<file path="config.mk">
export PLATFORM = sky130hd
export DESIGN_NAME = flash_sck_cs_timer
export DESIGN_NICKNAME = d
export VERILOG_FILES = /design/src/rtl/sct_pkg.sv /design/src/rtl/sct_interval_timer.sv /design/src/rtl/sct_sck_gen.sv /design/src/rtl/flash_sck_cs_timer.sv
export SDC_FILE = /design/constraint.sdc
export NUM_CORES = 1
export LEC_CHECK = 0
export BUFFER_PORTS_ARGS = -buffer_cell sky130_fd_sc_hd__buf_2
export CORE_ASPECT_RATIO = 0.75
export CORE_MARGIN = 4
export CORE_UTILIZATION = 62
export CTS_CLUSTER_DIAMETER = 50
export CTS_CLUSTER_SIZE = 16
export DETAILED_ROUTE_END_ITERATION = 6
export PLACE_DENSITY_LB_ADDON = 0.15
export SYNTH_ARGS = -nofsm -noshare
export SYNTH_HDL_FRONTEND = slang
export SYNTH_SLANG_ARGS = --single-unit
</file>
<file path="constraint.sdc">
create_clock -name clk -period 5 [get_ports clk]
set_clock_uncertainty 0.1 [all_clocks]
set_input_delay 0.75 -clock clk [delete_from_list [all_inputs] [get_ports clk]]
set_output_delay 0.75 -clock clk [all_outputs]
set_load 0.05 [all_outputs]
</file>
<file path="src/rtl/sct_pkg.sv">
package sct_pkg;

   typedef enum logic [2:0] {
      ST_IDLE  = 3'd0,
      ST_SETUP = 3'd1,
      ST_RUN   = 3'd2,
      ST_HOLD  = 3'd3,
      ST_GAP   = 3'd4
   } sct_state_e;

   // Tick count actually timed for a delay value: zero is raised to one.
   function automatic int unsigned sct_eff_ticks(input int unsigned dly);
      return (dly == 0) ? 1 : dly;
   endfunction

endpackage

</file>
<file path="src/rtl/sct_interval_timer.sv">
module sct_interval_timer #(
   parameter int DLY_W       = 8,
   parameter int CLK_PER_REF = 2
) (
   input  logic             clk,
   input  logic             rst_n,
   input  logic             load,
   input  logic             run,
   input  logic [DLY_W-1:0] dly,
   output logic             done
);
   localparam int TICK_CYC = 2 * CLK_PER_REF;
   localparam int PW       = $clog2(TICK_CYC);
   localparam logic [PW-1:0] P_LAST = PW'(TICK_CYC - 1);

   logic [PW-1:0]    pre_q;
   logic [DLY_W-1:0] tick_q;
   logic             tick;

   assign tick = run && (pre_q == P_LAST);
   assign done = tick && (tick_q == DLY_W'(1));

   always_ff @(posedge clk or negedge rst_n) begin
      if (!rst_n) begin
         pre_q  <= '0;
         tick_q <= DLY_W'(1);
      end else if (load) begin
         pre_q  <= '0;
         tick_q <= (dly == '0) ? DLY_W'(1) : dly;
      end else if (run) begin
         pre_q <= (pre_q == P_LAST) ? '0 : pre_q + PW'(1);
         if (tick && (tick_q != DLY_W'(1))) begin
            tick_q <= tick_q - DLY_W'(1);
         end
      end
   end

endmodule

</file>
<file path="src/rtl/sct_sck_gen.sv">
module sct_sck_gen #(
   parameter int DIV_W       = 4,
   parameter int CLK_PER_REF = 2
) (
   input  logic             clk,
   input  logic             rst_n,
   input  logic [DIV_W-1:0] div,
   input  logic             launch,
   input  logic             active,
   input  logic             frame_pol,
   input  logic             rest_pol,
   output logic             sck,
   output logic             sample_stb,
   output logic             shift_stb,
   output logic             toggle,
   output logic             next_lvl
);
   localparam int HALF_UNIT = CLK_PER_REF / 2;
   localparam int HMAX      = (1 << DIV_W) * HALF_UNIT;
   localparam int HW        = (HMAX > 1) ? $clog2(HMAX) : 1;

   logic [HW-1:0] half_m1;
   logic [HW-1:0] hcnt_q;
   logic          sck_q;
   logic          smp_q;
   logic          sft_q;

   generate
      if (HALF_UNIT == 1) begin : g_direct
         assign half_m1 = HW'(div);
      end else begin : g_scaled
         logic [31:0] prod;
         assign prod    = (32'(div) + 32'd1) * 32'(HALF_UNIT) - 32'd1;
         assign half_m1 = prod[HW-1:0];
      end
   endgenerate

   assign toggle   = launch || (active && (hcnt_q == '0));
   assign next_lvl = launch ? ~frame_pol : ~sck_q;

   always_ff @(posedge clk or negedge rst_n) begin
      if (!rst_n) begin
         sck_q  <= 1'b0;
         hcnt_q <= '0;
         smp_q  <= 1'b0;
         sft_q  <= 1'b0;
      end else begin
         smp_q <= toggle && next_lvl;
         sft_q <= toggle && !next_lvl;
         if (launch) begin
            sck_q  <= ~frame_pol;
            hcnt_q <= half_m1;
         end else if (active) begin
            if (hcnt_q == '0) begin
               sck_q  <= ~sck_q;
               hcnt_q <= half_m1;
            end else begin
               hcnt_q <= hcnt_q - HW'(1);
            end
         end else begin
            sck_q  <= rest_pol;
            hcnt_q <= '0;
         end
      end
   end

   assign sck        = sck_q;
   assign sample_stb = smp_q;
   assign shift_stb  = sft_q;

endmodule

</file>
<file path="src/rtl/flash_sck_cs_timer.sv">
module flash_sck_cs_timer
   import sct_pkg::*;
#(
   parameter int DIV_W       = 4,
   parameter int DLY_W       = 8,
   parameter int CLK_PER_REF = 2
) (
   input  logic             clk,
   input  logic             rst_n,
   input  logic [DIV_W-1:0] div_code,
   input  logic             mode3_sel,
   input  logic [DLY_W-1:0] cs_delay,
   input  logic             start_req,
   input  logic             end_req,
   output logic             sck,
   output logic             csn,
   output logic             shift_stb,
   output logic             sample_stb
);
   generate
      if ((CLK_PER_REF < 2) || ((CLK_PER_REF % 2) != 0)) begin : g_bad_ratio
         $error("CLK_PER_REF must be even and at least 2");
      end
      if ((DIV_W < 1) || (DLY_W < 1)) begin : g_bad_width
         $error("DIV_W and DLY_W must be at least 1");
      end
   endgenerate

   sct_state_e       state_q, state_d;
   logic             csn_q, csn_d;
   logic             start_pend_q, start_pend_d;
   logic             end_pend_q, end_pend_d;
   logic [DIV_W-1:0] div_q;
   logic [DLY_W-1:0] dly_q;
   logic             cpol_q;
   logic             capture;
   logic             tmr_load;
   logic             tmr_run;
   logic             tmr_done;
   logic             launch;
   logic             toggle;
   logic             next_lvl;
   logic             rest_pol;
   logic             to_rest;

   assign tmr_run  = (state_q == ST_SETUP) || (state_q == ST_HOLD) || (state_q == ST_GAP);
   assign rest_pol = csn_q ? mode3_sel : cpol_q;
   assign to_rest  = toggle && (next_lvl == cpol_q);

   always_comb begin
      state_d      = state_q;
      csn_d        = csn_q;
      start_pend_d = start_pend_q;
      end_pend_d   = end_pend_q;
      capture      = 1'b0;
      tmr_load     = 1'b0;
      launch       = 1'b0;
      unique case (state_q)
         ST_IDLE: begin
            if (start_req) begin
               state_d    = ST_SETUP;
               csn_d      = 1'b0;
               capture    = 1'b1;
               tmr_load   = 1'b1;
               end_pend_d = 1'b0;
            end
         end
         ST_SETUP: begin
            if (end_req) end_pend_d = 1'b1;
            if (tmr_done) begin
               state_d = ST_RUN;
               launch  = 1'b1;
            end
         end
         ST_RUN: begin
            if (to_rest && (end_pend_q || end_req)) begin
               state_d    = ST_HOLD;
               tmr_load   = 1'b1;
               end_pend_d = 1'b0;
            end else if (end_req) begin
               end_pend_d = 1'b1;
            end
         end
         ST_HOLD: begin
            if (tmr_done) begin
               state_d  = ST_GAP;
               csn_d    = 1'b1;
               tmr_load = 1'b1;
            end
         end
         ST_GAP: begin
            if (start_req) start_pend_d = 1'b1;
            if (tmr_done) begin
               if (start_pend_q || start_req) begin
                  state_d      = ST_SETUP;
                  csn_d        = 1'b0;
                  capture      = 1'b1;
                  tmr_load     = 1'b1;
                  start_pend_d = 1'b0;
                  end_pend_d   = 1'b0;
               end else begin
                  state_d = ST_IDLE;
               end
            end
         end
         default: begin
            state_d = ST_IDLE;
            csn_d   = 1'b1;
         end
      endcase
   end

   always_ff @(posedge clk or negedge rst_n) begin
      if (!rst_n) begin
         state_q      <= ST_IDLE;
         csn_q        <= 1'b1;
         start_pend_q <= 1'b0;
         end_pend_q   <= 1'b0;
         div_q        <= '0;
         dly_q        <= '0;
         cpol_q       <= 1'b0;
      end else begin
         state_q      <= state_d;
         csn_q        <= csn_d;
         start_pend_q <= start_pend_d;
         end_pend_q   <= end_pend_d;
         if (capture) begin
            div_q  <= div_code;
            dly_q  <= cs_delay;
            cpol_q <= mode3_sel;
         end
      end
   end

   sct_interval_timer #(
      .DLY_W       (DLY_W),
      .CLK_PER_REF (CLK_PER_REF)
   ) u_timer (
      .clk   (clk),
      .rst_n (rst_n),
      .load  (tmr_load),
      .run   (tmr_run),
      .dly   (capture ? cs_delay : dly_q),
      .done  (tmr_done)
   );

   sct_sck_gen #(
      .DIV_W       (DIV_W),
      .CLK_PER_REF (CLK_PER_REF)
   ) u_sck (
      .clk        (clk),
      .rst_n      (rst_n),
      .div        (div_q),
      .launch     (launch),
      .active     (state_q == ST_RUN),
      .frame_pol  (cpol_q),
      .rest_pol   (rest_pol),
      .sck        (sck),
      .sample_stb (sample_stb),
      .shift_stb  (shift_stb),
      .toggle     (toggle),
      .next_lvl   (next_lvl)
   );

   assign csn = csn_q;

endmodule

</file>
==> results.md <==
* GRT Util Overall at 0.236
* TritonCTS Buffers at 5
* Via count at 1742
* CP bufs+invs at 0
* Final Cycle Share at 0.573
* CP top delay family: compound AO/OA/AOI/OAI gates
* Cell chain of the critical path: ha_1 > nor3b_1 > nand3_4 > a2111oi_4 > a22oi_1 > o21ai_0
* Drt drc at 0
* Ys Warns at 0
* Initial Utilization at 0.668
* Arrival time worst endpoint at 2980 ps
* Resized cells post-CTS at 0
* First-pass GRT wire length at 7690 um
* CTS tree: done
* Post-DR vias/cell at 6.27
* Drt first pass iters at 4
* Hold Path Class: reg -> reg
* R2R setup slack at 2130 ps
* Crit start category: flop
* Clock latency on the worst-skew pair at 300 ps
* Ys flop type: dfrtp_1
* Floorplan core area at 3040 sq um
* # diodes at 0
* Number of antenna violations at the first check in global routing at 0
* Relative slew slack at 0.377
* Maximum buffer depth of the clock tree at 2
* F_max at 0.349 GHz
* Post-CTS setup repair buffer count at 0
* DRT iter0 DRCs at 129
* Status: complete, no violations
* Proportion of layout cells with a drive suffix above 1 at 0.167
* Final Critical Period at 2870 ps
* Peak supply drop at 0.313 mV
* DP Wirelength at 3190 um
* Crit-path max cell delay at 910 ps
* Fin. Hold Viols at 0
* Clock root cell: clkbuf_8
* Max-slew violation count at 0
* Post-Place Setup Slack at 2170 ps
* LEAKAGE at 0.984 nW
* WL final at 4560 um
* Setup_tns at 0 ps
* Worst Max-Slew Pin Slew at 934 ps
* Setup violators final at 0
* Row count at 17
* WP data required at 5120 ps
* Vias in the first global route at 1653
* CTS HTree Levels at 2
* Synth Register Bits at 36
* Ys async rst share at 1.00
* Area Growth Syn to Fin at 9.29%
* Final worst slack at 2130 ps
* PD cells at 490 nW/um^2
* Crit path kind: reg -> reg
* Die height at 57.6 um
* Number of flops mapped to enable cells by yosys at 0
* Io pins at 21
* Sequential share of the synthesized area at 0.444
* Crit. End Element: flop
* Routability cong. at 0.944
* Synth unique cells at 53
* Largest net degree at the start of global routing at 37
* Antenna Violating Nets Remaining at 0
* CP max FO at 16
* Syn Nets at 242
* Synthesized area per cell at 9.20 sq um
* Hold Buf Count CTS at 0
* Nets at 260
* Synth Instances at 221
* RSZ-0062 raised after global routing: no
* GRT Residual Overflow at 0
* Crit-path slowest cell: a2111oi_4
* Die W at 74.1 um
* Port Buffer Count at 20
* Clock transition at the registers of the reported paths at 70 ps
* WL/cell at 16.4 um
* Sinks on the clock net at 36
* Synth Cell Area at 2030 sq um
* Full die area at 4270 sq um
* Max cap viols at 0
per-layer routing:
layer  GRT usage  part of all wire
met3      0.0511             0.043
met1       0.327              0.48
met5           0                 0
met4      0.0956             0.020
met2       0.357              0.46
tightest hold or removal path: stages (launching register included):
cell	delay [ps]
dfrtp_1	350
nand2_1	50
nand2_1	60
sequential cells by signal (all words and copies together) (netlist names), 2 cells and up:
signal	count
div_q	4
dly_q	8
u_timer.pre_q	2
u_timer.tick_q	8
state_q	3
u_sck.hcnt_q	4
worst paths after layout:
kind	from	endpoint	cells past startpoint
max in group asynchronous	rst_n	cpol_q$_DFFE_PN0N_	1
min	div_q[0]$_DFFE_PN0N_	div_q[0]$_DFFE_PN0N_	2
max	u_timer.tick_q[0]$_DFFE_PN1P_	u_timer.tick_q[2]$_DFFE_PN0P_	6
min in group asynchronous	rst_n	end_pend_q$_DFFE_PN0P_	1
max reg2reg	u_timer.tick_q[0]$_DFFE_PN1P_	u_timer.tick_q[2]$_DFFE_PN0P_	6
min reg2reg	div_q[0]$_DFFE_PN0N_	div_q[0]$_DFFE_PN0N_	2
layout make-up:
cell class | instances | area (sq um)
Fill cell | 244 | 820
Sequential cell | 36 | 903
Tap cell | 38 | 47.5
Clock inverter | 1 | 7.51
Inverter | 5 | 18.8
Timing Repair Buffer | 20 | 100
Clock buffer | 7 | 86.3
Multi-Input combinational cell | 171 | 1060
synth_stat cells, drive strengths merged, types with 2 or more instances:
library cell | instances | share of area
a22oi | 2 | 0.0074
a31oi | 2 | 0.0062
o2bb2ai | 2 | 0.0086
o211ai | 2 | 0.0074
o31ai | 5 | 0.018
or4 | 2 | 0.0074
o31a | 2 | 0.0086
inv | 5 | 0.0092
a31o | 2 | 0.0086
clkbuf | 2 | 0.0037
nor3 | 12 | 0.030
nor2 | 9 | 0.017
a21oi | 15 | 0.037
ha | 4 | 0.025
buf | 7 | 0.022
xor2 | 2 | 0.0086
nand3 | 3 | 0.014
nor4 | 5 | 0.023
dfstp | 2 | 0.026
o21ai | 15 | 0.039
nand2 | 50 | 0.096
nor3b | 5 | 0.023
o22ai | 2 | 0.0062
dfrtp | 34 | 0.42
nor2b | 2 | 0.0062
a211oi | 2 | 0.0074
nand2b | 3 | 0.0092
a22o | 2 | 0.0086
and3 | 2 | 0.0062
xnor2 | 3 | 0.013
report_power, final:
| part | leakage (nW) | switching (mW) | internal (mW) | total [mW] |
|---|---|---|---|---|
| clock | 0.0445 | 0.108 | 0.112 | 0.220 |
| combinational | 0.490 | 0.188 | 0.150 | 0.338 |
| sequential | 0.449 | 0.129 | 0.402 | 0.530 |
stage by stage:
step,cells,hold WS (ps),utilization,instance area (sq um),total power [mW]
final,278,384,0.731,2220,1.09
after global routing,278,409,0.731,2220,1.16
after CTS,278,390,0.731,2220,1.09
after detailed placement,270,372,0.700,2130,0.863
after global placement,270,368,0.700,2130,0.847
after floorplan,221,346,-,2030,0.781
cell families (layout without fill, tap and decap cells):
family | after synthesis | count (layout) | synth area share
compound gates | 65 | 65 | 0.228
xor+xnor | 5 | 5 | 0.0215
fa+ha+maj | 4 | 4 | 0.0246
buf+inv | 14 | 33 | 0.0351
flops | 36 | 36 | 0.444
simple gates | 97 | 97 | 0.246
cell usage in the layout, fill, tap and decap left out, types with 3 or more instances in the layout:
| cell type | n |
|---|---|
| inv_1 | 5 |
| nand2_1 | 49 |
| nor3b_1 | 3 |
| buf_2 | 20 |
| xnor2_1 | 3 |
| nor2_1 | 9 |
| nand2b_1 | 3 |
| o31ai_1 | 5 |
| ha_1 | 4 |
| dfrtp_1 | 34 |
| o21ai_0 | 14 |
| nor3_1 | 12 |
| clkbuf_8 | 6 |
| a21oi_1 | 15 |
| nor4_1 | 4 |
Note: power is estimated with default switching activity, not from simulation.
